**src/rtl/alu_m3_pkg.sv**
```systemverilog
package alu_m3_pkg;

    // Function codes; bit 3 chooses the two's-complement reading.
    typedef enum logic [3:0] {
        FN_PASS_A = 4'b0000,
        FN_PASS_B = 4'b0001,
        FN_UADD   = 4'b0010,
        FN_USUB   = 4'b0011,
        FN_UMOD   = 4'b0100,
        FN_SADD   = 4'b1010,
        FN_SSUB   = 4'b1011,
        FN_SMOD   = 4'b1100
    } func_e;

    // Result source chosen by the decoder.
    typedef enum logic [2:0] {
        SEL_ZERO,
        SEL_A,
        SEL_B,
        SEL_ARITH,
        SEL_MOD
    } sel_e;

    typedef struct packed {
        sel_e sel;
        logic sub;
        logic sgn;
    } ctrl_t;

endpackage

```
**src/rtl/alu_m3_decode.sv**
```systemverilog
module alu_m3_decode
    import alu_m3_pkg::*;
(
    input  logic [3:0] func,
    output ctrl_t      ctl
);

    always_comb begin
        ctl = '{sel: SEL_ZERO, sub: 1'b0, sgn: 1'b0};
        unique case (func)
            FN_PASS_A: ctl.sel = SEL_A;
            FN_PASS_B: ctl.sel = SEL_B;
            FN_UADD:   ctl.sel = SEL_ARITH;
            FN_USUB:   begin ctl.sel = SEL_ARITH; ctl.sub = 1'b1; end
            FN_UMOD:   ctl.sel = SEL_MOD;
            FN_SADD:   begin ctl.sel = SEL_ARITH; ctl.sgn = 1'b1; end
            FN_SSUB:   begin ctl.sel = SEL_ARITH; ctl.sub = 1'b1; ctl.sgn = 1'b1; end
            FN_SMOD:   begin ctl.sel = SEL_MOD;   ctl.sgn = 1'b1; end
            default:   ctl.sel = SEL_ZERO;
        endcase
    end

endmodule

```
**src/rtl/alu_m3_addsub.sv**
```systemverilog
module alu_m3_addsub #(
    parameter int W = 8
) (
    input  logic [W-1:0] a,
    input  logic [W-1:0] b,
    input  logic         sub,
    input  logic         sgn,
    output logic [W-1:0] sum,
    output logic         ovf,
    output logic         neg
);

    logic [W-1:0] b_eff;
    logic [W:0]   wide;
    logic         carry;
    logic         s_ovf;

    always_comb begin
        b_eff = sub ? ~b : b;
        wide  = {1'b0, a} + {1'b0, b_eff} + {{W{1'b0}}, sub};
        sum   = wide[W-1:0];
        carry = wide[W];
        // Operands of equal sign giving a result of the other sign.
        s_ovf = (a[W-1] == b_eff[W-1]) && (sum[W-1] != a[W-1]);
        if (sgn) begin
            ovf = s_ovf;
            neg = sum[W-1] ^ s_ovf;
        end else if (sub) begin
            ovf = ~carry;
            neg = ~carry;
        end else begin
            ovf = carry;
            neg = 1'b0;
        end
    end

endmodule

```
**src/rtl/alu_m3_mod3.sv**
```systemverilog
module alu_m3_mod3 #(
    parameter int W = 8
) (
    input  logic [W-1:0] a,
    input  logic         sgn,
    output logic [1:0]   r
);

    // Every group of two bits weighs 4^k, and 4^k leaves residue 1 mod 3.
    localparam int NDIG  = (W + 1) / 2;
    localparam int SW    = $clog2(3 * NDIG + 1);
    localparam int SWE   = SW + (SW % 2);
    localparam int NFOLD = SW;
    // Subtracting 2^W mod 3 is done as adding its complement to 3.
    localparam logic [2:0] SHIFT = (W % 2 == 0) ? 3'd2 : 3'd1;

    logic [2*NDIG-1:0] padded;
    logic [SW-1:0]     digsum;
    logic [SWE-1:0]    acc;
    logic [SWE-1:0]    nxt;
    logic [1:0]        u;
    logic [2:0]        t;

    always_comb begin
        padded        = '0;
        padded[W-1:0] = a;
        digsum        = '0;
        for (int i = 0; i < NDIG; i++) begin
            digsum = digsum + SW'(padded[2*i +: 2]);
        end
        acc = SWE'(digsum);
        for (int k = 0; k < NFOLD; k++) begin
            nxt = '0;
            for (int j = 0; j < SWE / 2; j++) begin
                nxt = nxt + SWE'(acc[2*j +: 2]);
            end
            acc = nxt;
        end
        u = (acc[1:0] == 2'd3) ? 2'd0 : acc[1:0];
        t = {1'b0, u} + SHIFT;
        if (sgn && a[W-1]) begin
            r = (t >= 3'd3) ? 2'(t - 3'd3) : t[1:0];
        end else begin
            r = u;
        end
    end

endmodule

```
**src/rtl/alu_m3_top.sv**
```systemverilog
module alu_m3_top
    import alu_m3_pkg::*;
#(
    parameter int W = 8
) (
    input  logic         clk,
    input  logic         rst_n,
    input  logic [W-1:0] op_a,
    input  logic [W-1:0] op_b,
    input  logic [3:0]   func,
    output logic [W-1:0] res,
    output logic         ovf,
    output logic         neg
);

    ctrl_t        ctl;
    logic [W-1:0] as_sum;
    logic         as_ovf;
    logic         as_neg;
    logic [1:0]   m3;
    logic [W-1:0] res_d;
    logic         ovf_d;
    logic         neg_d;

    alu_m3_decode u_dec (
        .func (func),
        .ctl  (ctl)
    );

    alu_m3_addsub #(.W(W)) u_addsub (
        .a   (op_a),
        .b   (op_b),
        .sub (ctl.sub),
        .sgn (ctl.sgn),
        .sum (as_sum),
        .ovf (as_ovf),
        .neg (as_neg)
    );

    alu_m3_mod3 #(.W(W)) u_mod3 (
        .a   (op_a),
        .sgn (ctl.sgn),
        .r   (m3)
    );

    // Result selection (combinational side).
    always_comb begin
        res_d = '0;
        ovf_d = 1'b0;
        neg_d = 1'b0;
        unique case (ctl.sel)
            SEL_A:     res_d = op_a;
            SEL_B:     res_d = op_b;
            SEL_ARITH: begin
                res_d = as_sum;
                ovf_d = as_ovf;
                neg_d = as_neg;
            end
            SEL_MOD:   res_d = {{(W-2){1'b0}}, m3};
            default:   res_d = '0;
        endcase
    end

    // Output register (clocked side).
    always_ff @(posedge clk or negedge rst_n) begin
        if (!rst_n) begin
            res <= '0;
            ovf <= 1'b0;
            neg <= 1'b0;
        end else begin
            res <= res_d;
            ovf <= ovf_d;
            neg <= neg_d;
        end
    end

endmodule

```
**config.mk**
```make
export PLATFORM = sky130hd
export DESIGN_NAME = alu_m3_top
export DESIGN_NICKNAME = d
export VERILOG_FILES = /design/src/rtl/alu_m3_pkg.sv /design/src/rtl/alu_m3_decode.sv /design/src/rtl/alu_m3_addsub.sv /design/src/rtl/alu_m3_mod3.sv /design/src/rtl/alu_m3_top.sv
export SDC_FILE = /design/constraint.sdc
export NUM_CORES = 1
export LEC_CHECK = 0
export BUFFER_PORTS_ARGS = -buffer_cell sky130_fd_sc_hd__buf_2
export CAP_MARGIN = 15
export CORE_ASPECT_RATIO = 1.1
export CORE_MARGIN = 3
export CORE_UTILIZATION = 40
export DETAILED_ROUTE_END_ITERATION = 10
export MAX_ROUTING_LAYER = met4
export PLACE_DENSITY = 0.59
export SLEW_MARGIN = 20
export SYNTH_ARGS = -nofsm -noshare
export SYNTH_HDL_FRONTEND = slang
export SYNTH_SLANG_ARGS = --single-unit
```
**constraint.sdc**
```tcl
create_clock -name clk -period 0.8 [get_ports clk]
set_input_delay 0.12 -clock clk [delete_from_list [all_inputs] [get_ports clk]]
set_output_delay 0.12 -clock clk [all_outputs]
set_load 0.01 [all_outputs]
```
# Yosys cells after proc, flatten, opt, wreduce, memory -nomap -nowiden
# Cells that the tools add are included.
[totals]
regBits = 10
input_bits = 22
output_inout_bits = 10
elab_cells = 53
[op_classes]
add_sub_neg = 11
n_lt_le_gt_ge = 1
n_eq_ne = 14
mux = 14
bitwise = 3
n_reduce_logical = 7
[op_table]
columns = ["op", "count"]
rows = [
  ["one-hot mux 8 bit (4 select lines)", 1],
  ["adder 2 x 2 -> 3 bit", 4],
  ["equality test 4 bit, second input constant", 3],
  ["one-hot mux 3 bit (4 select lines)", 1],
  ["adder 8 x 8 -> 9 bit", 1],
  ["adder 9 x 1 -> 9 bit", 1],
  ["adder 4 x 2 -> 4 bit", 2],
  ["equality test 4 x 2 -> 1 bit, second input constant", 2],
  ["two-way mux 1 bit", 8],
  ["two-way mux 8 bit", 1],
  ["NOT 8 bit", 1],
  ["equality test 3 x 2 -> 1 bit, second input constant", 2],
  ["two-way mux 2 bit", 3],
  ["equality test 4 x 1 -> 1 bit, second input constant", 1],
  ["equality test 4 x 3 -> 1 bit, second input constant", 1],
  ["logical NOT 4 bit", 1],
  ["OR reduction 2 bit", 2],
  ["OR reduction 4 bit", 1],
  ["adder 2 x 2 -> 3 bit, second input constant", 1],
  ["equality test 3 x 1 -> 1 bit, second input constant", 1],
  ["equality test 3 bit, second input constant", 1],
  ["greater-or-equal comparator 3 x 2 -> 1 bit, second input constant", 1],
  ["OR reduction 3 bit", 1],
  ["adder 2 bit", 1],
  ["other kinds (7)", 8],
]

# Logic depth before layout (Yosys ltp)
[logic_depth]
ltp_word = 14
ltp_mapped = 21
mapped_depth_nobuf = 21

# Hierarchy
# A second synthesis with hierarchy kept.
[hier_totals]
hier_cells = 143
hier_area_um2 = 1393.8
[by_module_without_submodules]
columns = ["module", "n_inst", "cells_per_inst", "area_each_um2", "seq_area_each_um2"]
rows = [
  ["alu_m3_top", 1, 45, 539.3, 250.2],
  ["alu_m3_addsub", 1, 57, 483.0, 0.0],
  ["alu_m3_mod3", 1, 31, 305.3, 0.0],
  ["alu_m3_decode", 1, 10, 66.3, 0.0],
]

# Worst setup path after synthesis
# OpenSTA, ideal clock, no wires.
[synth_path]
path_kind = "input to register"
from = "input op_a[0]"
to = "register res[0]"
setup_time_ns = 0.134
arrival_ns = 3.925
t_required_ns = 0.666
path_slack_ns = -3.259
path_stages = 20
path_buffers = 0
path_cell_list = "ha_1 inv_1 fa_1 inv_1 fa_1 ha_1 fa_1 ha_1 inv_1 fa_1 inv_1 ha_1 ha_1 ha_1 ha_1 xnor2_1 inv_1 ha_1 mux2i_1 o211ai_1"
[synth_via]
elab_chain_cells = 14
word_cells_on_any_way = 17
cone_classes = "add/sub (11); order compare (1); eq/ne (1); mux (4)"
[synth_rtl]
columns = ["element", "line_no", "rtl"]
rows = [
  ["start, declared", "alu_m3_top.sv:8", "input logic [W-1:0] op_a,"],
  ["adder 2 x 2 -> 3 bit", "alu_m3_mod3.sv:29", "digsum = digsum + SW'(padded[2*i +: 2]);"],
  ["adder 4 x 2 -> 4 bit (2 in series)", "alu_m3_mod3.sv:29", ""],
  ["adder 2 x 2 -> 3 bit (3 in series)", "alu_m3_mod3.sv:35", "nxt = nxt + SWE'(acc[2*j +: 2]);"],
  ["adder 2 bit", "alu_m3_mod3.sv:35", ""],
  ["equality test 2 bit", "alu_m3_mod3.sv:39", "u = (acc[1:0] == 2'd3) ? 2'd0 : acc[1:0];"],
  ["two-way mux 2 bit", "alu_m3_mod3.sv:39", ""],
  ["adder 2 x 2 -> 3 bit", "alu_m3_mod3.sv:40", "t = {1'b0, u} + SHIFT;"],
  ["greater-or-equal comparator 3 x 2 -> 1 bit or subtractor 2 bit (tied branches)", "alu_m3_mod3.sv:42", "r = (t >= 3'd3) ? 2'(t - 3'd3) : t[1:0];"],
  ["two-way mux 2 bit", "alu_m3_mod3.sv:42", ""],
  ["two-way mux 2 bit", "alu_m3_mod3.sv:41", "if (sgn && a[W-1]) begin"],
  ["one-hot mux 8 bit (4 select lines) (*)", "alu_m3_top.sv:51", "unique case (ctl.sel)"],
  ["net res_d[0]", "alu_m3_top.sv:21", "logic [W-1:0] res_d;"],
  ["end signal, assigned", "alu_m3_top.sv:71", "res <= res_d;"],
  ["end, declared", "alu_m3_top.sv:11", "output logic [W-1:0] res,"],
]
# Mark *: on every way through the listed nets, which the timed path passes. The rest lies on a longest branch.

# Final worst setup path
# Same ends and word-level chain as after synthesis.

==> flow_summary.yaml <==
final_layout:
  area_growth_pct: 75.67
  layout-drive-gt1-share_pct: 60.56
  diodes: 0
  multi_input_area_um2: 1116
  layout.nets: 262
  n_fill_cell: 195
  final_util_pct: 75.71
  regArea_um2: 250.2
synthesis:
  netlist_area_um2: 1219
  netlist.area_leader.share_pct: 20.53
  syn_inst: 129
  yosysWarnings: 0
  ys_ff_latch: 10
  synth_flop_cell: "dfrtp_1"
  synth-edff-count: 0
  synth.area.top_cells: "dfrtp_1 21%, ha_1 20%, fa_1 11%, inv_1 6.8%, xnor2_1 6.5%"
  avgSynthCellArea_um2: 9.447
  syn_nets: 177
  synth_top_cell_by_area: "dfrtp_1"
  synthArstFlopShare_pct: 100.0
  yosysMostFrequentCell: "inv_1"
  synth_common_cells: "22 x inv_1, 19 x ha_1, 10 x dfrtp_1"
  synth_seq_area_share_pct: 20.53
  ys_types: 36
sta:
  post-route-period-util_pct: 481.2
  fmax_mhz: 259.7
  slew_viol_final: 0
  relSlewSlack_pct: 82.58
  rsz0062_at_grt: "true"
  finalHoldViolations: 0
  worst_slew_pin_slew_ns: 0.2614
  period_minus_slack_ns: 3.850
  setup_violations: 20
  holdWs_ns: 0.1071
  layout_setup_ws_ns: -3.050
die:
  ios: 32
  die_h_um: 63.89
  dieArea_um2: 3746
  die_x_um: 58.63
  row_count: 20
  core_area_um2: 2828
  start_util_pct: 43.10
placement:
  routabilityCongestion: 0.8096
  io_buffers: 31
  dp_hpwl_um: 2710
  pre_cts_ws_ns: -3.427
hold_path:
  min_from: "op_b[7]"
  holdPathStages: 3
  hold_class: "in2reg"
power_and_ir_drop:
  peakVddDrop_mv: 2.529
  clock_power_share_pct: 11.9
  seq_power_share_pct: 15.1
  power_density_nw_per_um2: 1826
  switchingPower_mw: 1.513
  p_sw_share_pct: 38.72
  leakagePower_nw: 1.076
  power_frac_comb_pct: 73.0
  p_int_mw: 2.395
critical_path:
  crit_required_ns: 0.93
  arrival_ns: 3.98
  startpoint: "op_a[0]"
  crit_path_end_kind: "flop"
  critPathCapture: "res[0]"
  crit_type: "in2reg"
  cp_max_fo: 2
  critPathLaunchType: "primary input"
run_status:
  outcome: "finished, violations left"
  violations: "setup timing"
route:
  via_per_inst: 4.988
  wl_per_cell_um: 13.86
  routed_wl_um: 3410
  first_pass_iters: 4
  drtIter0Drc: 39
  num_vias: 1227
  drc: 0
  postRouteAntennaNets: 0
clock_network:
  cts_buffers: 3
  cts.sinks: 10
  ctsRootBufferMaster: "clkbuf_4"
  cts_buffer_depth: 2
  clkSlewWorstSetupHoldPaths_ns: 0.07
  cts_tree: "yes"
  h-tree-depth: 1
grt:
  overflow: 0
  grt_usage_pct: 18.90
  grt_pass1_wl_um: 5319
  grt_max_degree: 11
  grt_pass1_vias: 1246
  antenna_found_initial: 0
flow_run:
  maxCapViolations: 0
[per-layer routing]
metal | vias to the layer above | global-route usage, % | routed length [µm]
met3 | 6 | 2.020 | 95
met1 | 586 | 20.10 | 1357
met2 | 28 | 36.17 | 1913
li1 | 607 | - | -
met4 | 0 | 4.816 | 44
met5 | - | - | 0
[critical path, cell delays in order]
cell and delay (ns):
buf_8 0.08, ha_4 0.12, inv_2 0.03, fa_1 0.47, inv_1 0.05, fa_1 0.44
ha_2 0.19, fa_1 0.48, ha_2 0.17, inv_2 0.03, fa_1 0.46, inv_1 0.04
ha_2 0.18, ha_4 0.16, ha_4 0.15, ha_4 0.17, xnor2_4 0.14, inv_2 0.06
ha_2 0.17, mux2i_1 0.14, o211ai_1 0.13
[registers in the layout, indices dropped and copies added, names as in the netlist]
signal	count
res	8
ovf	1
neg	1
[worst min-delay path by stage]
stage | end | slack, ns
6_report | res[7] | 0.11
5_1_grt | res[7] | 0.13
4_1_cts | res[7] | 0.12
3_5_place_dp | res[4] | -0.02
3_3_place_gp | res[5] | -0.02
2_1_floorplan | neg | -0.18
[area by class of cell]
cell class                      instances  share of cell area (%)
Clock buffer                            4                   1.695
Inverter                               22                   3.857
Multi-Input combinational cell         94                   52.13
Sequential cell                        10                   11.69
Tap cell                               33                   1.929
Timing Repair Buffer                   83                   28.70
[power by group through the flow]
stage | registers (mW) | logic [mW] | clock network (mW)
2_1_floorplan | 0.636 | 1.63 | 0
3_3_place_gp | 0.598 | 2.29 | 0
3_5_place_dp | 0.598 | 2.38 | 0
4_1_cts | 0.588 | 2.56 | 0.461
5_1_grt | 0.594 | 3.20 | 0.474
6_report | 0.588 | 2.85 | 0.466
[logic make-up (layout without fill, tap and decap cells)]
group,Yosys count,after routing,share of synthesized area [%]
simple gates,21,21,9.857
compound gates,32,32,18.59
xor+xnor,12,12,8.625
mux,3,3,2.464
fa+ha+maj,26,26,31.01
flops,10,10,20.53
buf+inv,25,109,8.932
[repair_timing]
item	CTS	global route
pin swaps	13	13
gates resized for setup	20	17
buffers inserted	4	6
hold buffers	1	0
endpoints found under the setup margin	20	20
endpoints found under the hold margin	10	0
[layout by cell type, fill, tap and decap left out, types with 4 or more instances in the layout]
cell type  count
ha_1           6
a22oi_1        5
buf_6          7
ha_2           6
inv_2          4
nand2_1        4
o21ai_1        4
buf_2         28
dfrtp_1       10
ha_4           7
fa_1           5
nor2_1         9
buf_4         44
inv_1         18
[through the flow]
stage	total power, mW	TNS (ns)	cells	instance area, µm²
finish	3.908	-16.64	246	2141
global route	4.265	-17.83	246	2141
CTS	3.605	-16.38	241	1986
detailed placement	2.982	-18.69	232	1827
global placement	2.886	-18.40	232	1827
floorplan	2.268	-15.03	129	1316
No activity file was read; power rests on OpenSTA's default activity.
